## config.mk

```make
export PLATFORM = sky130hd
export DESIGN_NAME = ctlin_gate
export DESIGN_NICKNAME = d
export VERILOG_FILES = /design/src/rtl/ctlin_pkg.sv /design/src/rtl/ctlin_cond.sv /design/src/rtl/ctlin_term.sv /design/src/rtl/ctlin_accept.sv /design/src/rtl/ctlin_gate.sv
export SDC_FILE = /design/constraint.sdc
export NUM_CORES = 1
export LEC_CHECK = 0
export BUFFER_PORTS_ARGS = -buffer_cell sky130_fd_sc_hd__buf_4
export CORE_UTILIZATION = 37
export CTS_CLUSTER_SIZE = 28
export DETAILED_ROUTE_END_ITERATION = 16
export PLACE_DENSITY = 0.86
export REMOVE_ABC_BUFFERS = 1
export SLEW_MARGIN = 5
export SYNTH_ARGS = -nofsm -noshare
export SYNTH_HDL_FRONTEND = slang
export SYNTH_HIERARCHICAL = 1
export SYNTH_SLANG_ARGS = --single-unit
export TNS_END_PERCENT = 100
```

## constraint.sdc

```tcl
create_clock -name clk_i -period 3.19 [get_ports clk_i]
set_clock_uncertainty 0.2 [all_clocks]
set_input_delay 0.638 -clock clk_i [delete_from_list [all_inputs] [get_ports clk_i]]
set_output_delay 0.638 -clock clk_i [all_outputs]
set_load 0.02 [all_outputs]
```

## src/rtl/ctlin_pkg.sv

```systemverilog
package ctlin_pkg;

    localparam int SRC_SEL_W = 6;
    localparam int AUX_N     = 3;
    localparam int TRIG_N    = 3;

    typedef enum logic [2:0] {
        ACC_LEVEL      = 3'd0,
        ACC_RISE       = 3'd1,
        ACC_ANY        = 3'd2,
        ACC_LATCH      = 3'd3,
        ACC_LATCH_RISE = 3'd4,
        ACC_LATCH_ANY  = 3'd5,
        ACC_RSV6       = 3'd6,
        ACC_RSV7       = 3'd7
    } acc_mode_e;

    typedef enum logic [2:0] {
        TRM_SOFT   = 3'd0,
        TRM_AUTO   = 3'd1,
        TRM_TRIG_A = 3'd2,
        TRM_TRIG_B = 3'd3,
        TRM_TRIG_C = 3'd4,
        TRM_AUX0   = 3'd5,
        TRM_AUX1   = 3'd6,
        TRM_AUX2   = 3'd7
    } term_sel_e;

    typedef enum logic [1:0] {
        SWR_ACCEPT = 2'd0,
        SWR_AQUAL  = 2'd1,
        SWR_TQUAL  = 2'd2,
        SWR_OFF    = 2'd3
    } sw_route_e;

    typedef struct packed {
        logic [SRC_SEL_W-1:0] src_sel;
        logic                 in_inv;
        logic                 in_sync;
        acc_mode_e            acc_mode;
        logic                 rst_wins;
        logic [2:0]           aq_sel;
        logic                 aq_inv;
        logic [2:0]           tq_sel;
        logic                 tq_inv;
        term_sel_e            term_sel;
        logic                 term_inv;
        logic                 term_now;
        logic                 sw_val;
        sw_route_e            sw_route;
        logic                 byp_en;
        logic [2:0]           byp_sel;
    } cfg_t;

    localparam int CFG_W = $bits(cfg_t);

    typedef struct packed {
        logic             duty;
        logic             blank;
        logic             trig;
        logic [AUX_N-1:0] aux;
    } qual_src_t;

    // Qualifier mux shared by acceptance and termination paths.
    function automatic logic qual_pick(input logic [2:0] sel, input logic inv,
                                       input qual_src_t s, input logic sw_bit,
                                       input logic sw_here);
        logic raw;
        case (sel)
            3'd1:    raw = s.duty;
            3'd2:    raw = s.blank;
            3'd3:    raw = s.trig;
            3'd4:    raw = s.aux[0];
            3'd5:    raw = s.aux[1];
            3'd6:    raw = s.aux[2];
            default: raw = sw_bit;
        endcase
        if (sel == 3'd0) return 1'b1;
        return (raw ^ inv) | sw_here;
    endfunction

    function automatic logic is_latched(input acc_mode_e m);
        return (m == ACC_LATCH) || (m == ACC_LATCH_RISE) || (m == ACC_LATCH_ANY);
    endfunction

endpackage

```

## src/rtl/ctlin_cond.sv

```systemverilog
module ctlin_cond
    import ctlin_pkg::*;
#(
    parameter int NUM_SRC = 8
) (
    input  logic                 clk_i,
    input  logic                 rst_i,
    input  logic [SRC_SEL_W-1:0] src_sel,
    input  logic                 in_inv,
    input  logic                 in_sync,
    input  logic [2:0]           aq_sel,
    input  logic                 aq_inv,
    input  logic [2:0]           tq_sel,
    input  logic                 tq_inv,
    input  logic                 sw_val,
    input  sw_route_e            sw_route,
    input  logic [NUM_SRC-1:0]   src_i,
    input  qual_src_t            qs,
    input  logic                 eoc_i,
    output logic                 src_c,
    output logic                 acc_in,
    output logic                 tq_ok
);

    logic raw;
    logic held_q;
    logic pre;
    logic aq_ok;

    always_comb begin
        raw = 1'b0;
        for (int k = 0; k < NUM_SRC; k++) begin
            if (src_sel == SRC_SEL_W'(k)) raw = src_i[k];
        end
    end

    always_ff @(posedge clk_i) begin
        if (rst_i)      held_q <= 1'b0;
        else if (eoc_i) held_q <= raw;
    end

    assign pre    = in_sync ? held_q : raw;
    assign src_c  = (pre ^ in_inv) | (sw_val && (sw_route == SWR_ACCEPT));
    assign aq_ok  = qual_pick(aq_sel, aq_inv, qs, sw_val, sw_val && (sw_route == SWR_AQUAL));
    assign tq_ok  = qual_pick(tq_sel, tq_inv, qs, sw_val, sw_val && (sw_route == SWR_TQUAL));
    assign acc_in = src_c & aq_ok;

endmodule

```

## src/rtl/ctlin_term.sv

```systemverilog
module ctlin_term
    import ctlin_pkg::*;
(
    input  logic              clk_i,
    input  logic              rst_i,
    input  term_sel_e         term_sel,
    input  logic              term_inv,
    input  logic              term_now,
    input  logic              src_c,
    input  logic              tq_ok,
    input  logic              sw_term_i,
    input  logic [TRIG_N-1:0] trig_i,
    input  logic [AUX_N-1:0]  aux_i,
    input  logic              eoc_i,
    output logic              latch_rst
);

    logic src_prev_q;
    logic pend_q;
    logic ev;
    logic ev_ok;

    always_comb begin
        ev = 1'b0;
        case (term_sel)
            TRM_SOFT:   ev = sw_term_i;
            TRM_AUTO:   ev = src_prev_q & ~src_c;
            TRM_TRIG_A: ev = trig_i[0];
            TRM_TRIG_B: ev = trig_i[1];
            TRM_TRIG_C: ev = trig_i[2];
            TRM_AUX0:   ev = aux_i[0] ^ term_inv;
            TRM_AUX1:   ev = aux_i[1] ^ term_inv;
            TRM_AUX2:   ev = aux_i[2] ^ term_inv;
        endcase
    end

    assign ev_ok     = ev & tq_ok;
    assign latch_rst = term_now ? ev_ok : (eoc_i & (pend_q | ev_ok));

    always_ff @(posedge clk_i) begin
        if (rst_i) begin
            src_prev_q <= 1'b0;
            pend_q     <= 1'b0;
        end else begin
            src_prev_q <= src_c;
            pend_q     <= (!term_now && !eoc_i) ? (pend_q | ev_ok) : 1'b0;
        end
    end

endmodule

```

## src/rtl/ctlin_accept.sv

```systemverilog
module ctlin_accept
    import ctlin_pkg::*;
(
    input  logic      clk_i,
    input  logic      rst_i,
    input  acc_mode_e acc_mode,
    input  logic      rst_wins,
    input  logic      acc_in,
    input  logic      latch_rst,
    output logic      active_q,
    output logic      latch_q,
    output logic      latch_set
);

    logic prev_q;
    logic rise;
    logic any_edge;
    logic latch_d;
    logic act_d;

    assign rise     = acc_in & ~prev_q;
    assign any_edge = acc_in ^ prev_q;

    always_comb begin
        latch_set = 1'b0;
        case (acc_mode)
            ACC_LATCH:      latch_set = acc_in;
            ACC_LATCH_RISE: latch_set = rise;
            ACC_LATCH_ANY:  latch_set = any_edge;
            default:        latch_set = 1'b0;
        endcase
    end

    always_comb begin
        if (!is_latched(acc_mode)) latch_d = 1'b0;
        else if (rst_wins)         latch_d = ~latch_rst & (latch_set | latch_q);
        else                       latch_d = latch_set | (latch_q & ~latch_rst);
    end

    always_comb begin
        case (acc_mode)
            ACC_LEVEL: act_d = acc_in;
            ACC_RISE:  act_d = rise;
            ACC_ANY:   act_d = any_edge;
            ACC_LATCH, ACC_LATCH_RISE, ACC_LATCH_ANY: act_d = latch_d;
            default:   act_d = 1'b0;
        endcase
    end

    always_ff @(posedge clk_i) begin
        if (rst_i) begin
            prev_q   <= 1'b0;
            latch_q  <= 1'b0;
            active_q <= 1'b0;
        end else begin
            prev_q   <= acc_in;
            latch_q  <= latch_d;
            active_q <= act_d;
        end
    end

endmodule

```

## src/rtl/ctlin_gate.sv

```systemverilog
module ctlin_gate
    import ctlin_pkg::*;
#(
    parameter int NUM_SRC = 8,
    parameter int NUM_GEN = 4
) (
    input  logic               clk_i,
    input  logic               rst_i,
    input  logic [31:0]        cfg_i,
    input  logic [NUM_SRC-1:0] src_i,
    input  logic               duty_i,
    input  logic               blank_i,
    input  logic               gen_trig_i,
    input  logic [2:0]         aux_i,
    input  logic [2:0]         trig_i,
    input  logic               eoc_i,
    input  logic               sw_term_i,
    input  logic [NUM_GEN-1:0] peer_active_i,
    output logic               active_o
);

    cfg_t      cfg;
    qual_src_t qs;
    logic      src_c;
    logic      acc_in;
    logic      tq_ok;
    logic      latch_rst;
    logic      latch_set;
    logic      latch_q;
    logic      active_q;
    logic      peer_pick;

    assign cfg = cfg_t'(cfg_i);
    assign qs  = '{duty: duty_i, blank: blank_i, trig: gen_trig_i, aux: aux_i};

    ctlin_cond #(.NUM_SRC(NUM_SRC)) u_cond (
        .clk_i    (clk_i),
        .rst_i    (rst_i),
        .src_sel  (cfg.src_sel),
        .in_inv   (cfg.in_inv),
        .in_sync  (cfg.in_sync),
        .aq_sel   (cfg.aq_sel),
        .aq_inv   (cfg.aq_inv),
        .tq_sel   (cfg.tq_sel),
        .tq_inv   (cfg.tq_inv),
        .sw_val   (cfg.sw_val),
        .sw_route (cfg.sw_route),
        .src_i    (src_i),
        .qs       (qs),
        .eoc_i    (eoc_i),
        .src_c    (src_c),
        .acc_in   (acc_in),
        .tq_ok    (tq_ok)
    );

    ctlin_term u_term (
        .clk_i     (clk_i),
        .rst_i     (rst_i),
        .term_sel  (cfg.term_sel),
        .term_inv  (cfg.term_inv),
        .term_now  (cfg.term_now),
        .src_c     (src_c),
        .tq_ok     (tq_ok),
        .sw_term_i (sw_term_i),
        .trig_i    (trig_i),
        .aux_i     (aux_i),
        .eoc_i     (eoc_i),
        .latch_rst (latch_rst)
    );

    ctlin_accept u_accept (
        .clk_i     (clk_i),
        .rst_i     (rst_i),
        .acc_mode  (cfg.acc_mode),
        .rst_wins  (cfg.rst_wins),
        .acc_in    (acc_in),
        .latch_rst (latch_rst),
        .active_q  (active_q),
        .latch_q   (latch_q),
        .latch_set (latch_set)
    );

    always_comb begin
        peer_pick = 1'b0;
        for (int g = 0; g < NUM_GEN; g++) begin
            if (cfg.byp_sel == 3'(g)) peer_pick = peer_active_i[g];
        end
    end

    assign active_o = cfg.byp_en ? peer_pick : active_q;

endmodule

```

==> qor.csv <==
metric,value,unit
Hold WS,0.3253,ns
largest net degree at the start of global routing,8,
antenna violations before repair,0,
Worst-Margin Slew,0.3308,ns
Adder-Cell Fraction of Synth Area,0.01520,
worst endpoint data arrival time,3.03,ns
final hold violation count,0,
Die Wd,49.17,µm
cts hold-fix bufs,0,
share of cells above drive strength 1,0.4337,
GRT Resource Usage Total,0.2077,
Routed WL per cell,12.69,µm
final max-slew violation count,0,
cts repair resizes,0,
Inserted Clock Buffers,3,
DRC violations left,0,
Placed Area,1303,µm²
Synth Register Bits,6,
"Core Util, Final",0.6553,
peak supply drop,234.5,µV
Via Count,1006,
CP cell instances,buf_4 -> mux4_2 -> nor2_4 -> nor4_1 -> o41ai_2 -> a31oi_1 -> ha_1 -> or4bb_1 -> nand3_2 -> o211a_4 -> a21o_1,
Peak Freq,0.3292,GHz
Synth Flop Type,dfxtp_1,
GRT overflow,0,
TritonCTS clock tree,built,
Area Growth Syn to Fin,60.94,%
Worst Hold Endpoint,u_cond/held_q,
Reg2Reg Setup Slack,0.96,ns
reg2reg end,u_accept/active_q,
final setup violating endpoints,0,
Slowest cell on crit path,mux4_2,
Die Ht,49.17,µm
worst r2r src,u_cond/held_q,
Synth Instances,104,
Core Area,2022,µm²
Die ar.,2418,µm²
Post-Route WL,2449,µm
antenna-violating nets left,0,
CTS sink count,6,
1st-iter DRT viols,7,
post-synthesis xor/xnor area fraction,0.02128,
Longest Clk Path Bufs,2,
vias in the first global route,1002,
Slew headroom,0.7774,
Final Instance Area,1325,µm²
IO Count,58,
Hold Path Stages,2,
async set or reset register ratio after synthesis,0,
status,"finished, final reports clean",
post-route clock period utilization,0.9523,
Synth Area per Inst,7.916,µm²
Vias/cell,5.212,
Synth Area in Simple Gates,0.3754,
Required @ worst endpoint,3.18,ns
H-tree depth,1,
Port Buffers,57,
pwr/cell area,231.9,nW/µm²
num rows,16,
sequential share of the synthesized area,0.1459,
CTS Root Cell,clkbuf_4,
synth unique cells,39,
highest net fanout along the worst path,3,
mux contribution to synthesized area,0.1778,
# nets final,226,
Initial Util,0.4072,
DRT Pass-1 Iters,4,
crit start category,primary input,
post-CTS setup buffers,0,
complex-gate fraction of the synthesized area,0.2264,
# fillers,195,
"Largest stage delay, worst path",0.51,ns
Critical Path End Type,flip-flop,
clk_lat worst skew,0.24,ns
reg2reg path depth,9,
# diodes,0,
MaxCap Viol Count,0,
Hold Crit Class,flip-flop to flip-flop,
RSZ-0062 raised after global routing,false,
Post-synth EDFFs,0,
"Clk pin slew, worst setup/hold paths",0.05,ns
type of the worst setup path,primary input to flip-flop,
Ys Warns,6,
largest family of logic cells by synthesized area,simple AND/OR/NAND/NOR gates,
Pleak,0.0006359,µW
Post-DP HPWL,2144,µm
first-pass GRT wire length,3946,µm
minimum clock period,3.038,ns
Post-Synthesis Cell Area,823.3,µm²
gpl congestion,0.7844,
Hold Crit Start,u_cond/held_q,
[flip-flops by register name, summed over array words and instances, names as in the netlist]
signal / flops
u_accept/active_q: 1
u_term/src_prev_q: 1
u_cond/held_q: 1
u_term/pend_q: 1
u_accept/latch_q: 1
u_accept/prev_q: 1
[kinds of logic after synthesis]
| family | after synthesis |
|---|---|
| adders and majority gates | 1 |
| AOI/OAI and AO/OA | 25 |
| buffers and inverters | 8 |
| muxes | 12 |
| DFF | 6 |
| and+or+nand+nor | 50 |
| xor gates and xnor gates | 2 |
[cell usage in the layout, fill, tap and decap left out, types with 2 or more instances in the layout]
cell      synthesis  layout
buf_4             0      60
mux2i_1           9       9
nor2_1            8       8
inv_1             7       7
o21ai_0           6       6
dfxtp_1           6       6
nor3_1            6       6
nor2b_1           5       5
nand2_1           5       5
a31oi_1           4       4
nor3b_1           4       4
clkbuf_4          0       3
nand4b_1          3       3
nand3b_1          3       3
a21oi_1           3       3
nand2b_1          3       3
mux4_2            2       2
or4bb_1           2       2
and3_1            2       2
nor4_1            2       2
xnor2_1           2       2
or3_1             2       2
a22oi_1           2       2
[critical path, delay by kind of cell]
kind / cells / cell delay, ns
adder cells (fa/ha/maj): 1 / 0.33
buffers and inverters: 1 / 0.09
AO/OA/AOI/OAI: 4 / 0.68
AND/OR/NAND/NOR: 4 / 0.78
multiplexers: 1 / 0.51
[cell type report]
class,instances,area [µm²],share of cell area
tap,27,33.78,0.02550
clock buffer,3,22.52,0.01700
timing repair buffer,60,450.4,0.3399
sequential,6,120.1,0.09065
inverter,7,26.28,0.01983
multi-input combinational,90,671.9,0.5071
[per-layer routing]
| layer | GRT usage | wire length (µm) |
|---|---|---|
| met5 | 0 | 0 |
| met4 | 0.05882 | 26 |
| met3 | 0.04673 | 101 |
| met2 | 0.4018 | 1355 |
| met1 | 0.2185 | 966 |
[synth_stat cells, drive strengths merged (2+ instances only)]
cell	count	area, µm²
inv	7	26.28
nand2b	3	18.77
nand3	2	15.01
or3	2	12.51
or4bb	2	22.52
mux4	2	45.04
a31oi	4	25.02
mux2i	9	90.09
nand2	5	18.77
nor4	2	12.51
dfxtp	6	120.1
nor3b	4	30.03
nand4b	3	26.28
and3	2	12.51
nor2b	5	31.28
nor2	9	41.29
xnor2	2	17.52
a22oi	2	15.01
o21ai	7	35.03
nand3b	3	22.52
nor3	6	30.03
a21oi	3	15.01
[stage by stage]
step,setup slack (ns),TNS (ns),power [µW],std cells
6_report,0.1522,0,307.3,193
5_1_grt,0.03009,0,326.5,193
4_1_cts,0.1470,0,309.5,193
3_5_place_dp,-0.09844,-0.1209,236.0,190
3_3_place_gp,-0.04022,-0.04022,228.9,190
2_1_floorplan,0.1101,0,148.7,103
[where the power goes]
part	total (µW)	switching [µW]	internal [µW]
clock network	71.8	29.1	42.7
logic	155	64.9	90.0
registers	80.5	1.14	79.4
total	307	95.2	212
[how the worst max path moves through the flow]
stage                     startpoint                 to  slack, ns
final                      cfg_i[27]  u_accept/active_q       0.15
after global routing       cfg_i[27]  u_accept/active_q       0.03
after CTS                  cfg_i[27]  u_accept/active_q       0.15
after detailed placement   cfg_i[27]  u_accept/active_q       -0.1
after global placement     cfg_i[27]  u_accept/active_q      -0.04
after floorplan            cfg_i[27]  u_accept/active_q       0.11
(Power assumes the default switching activity.)
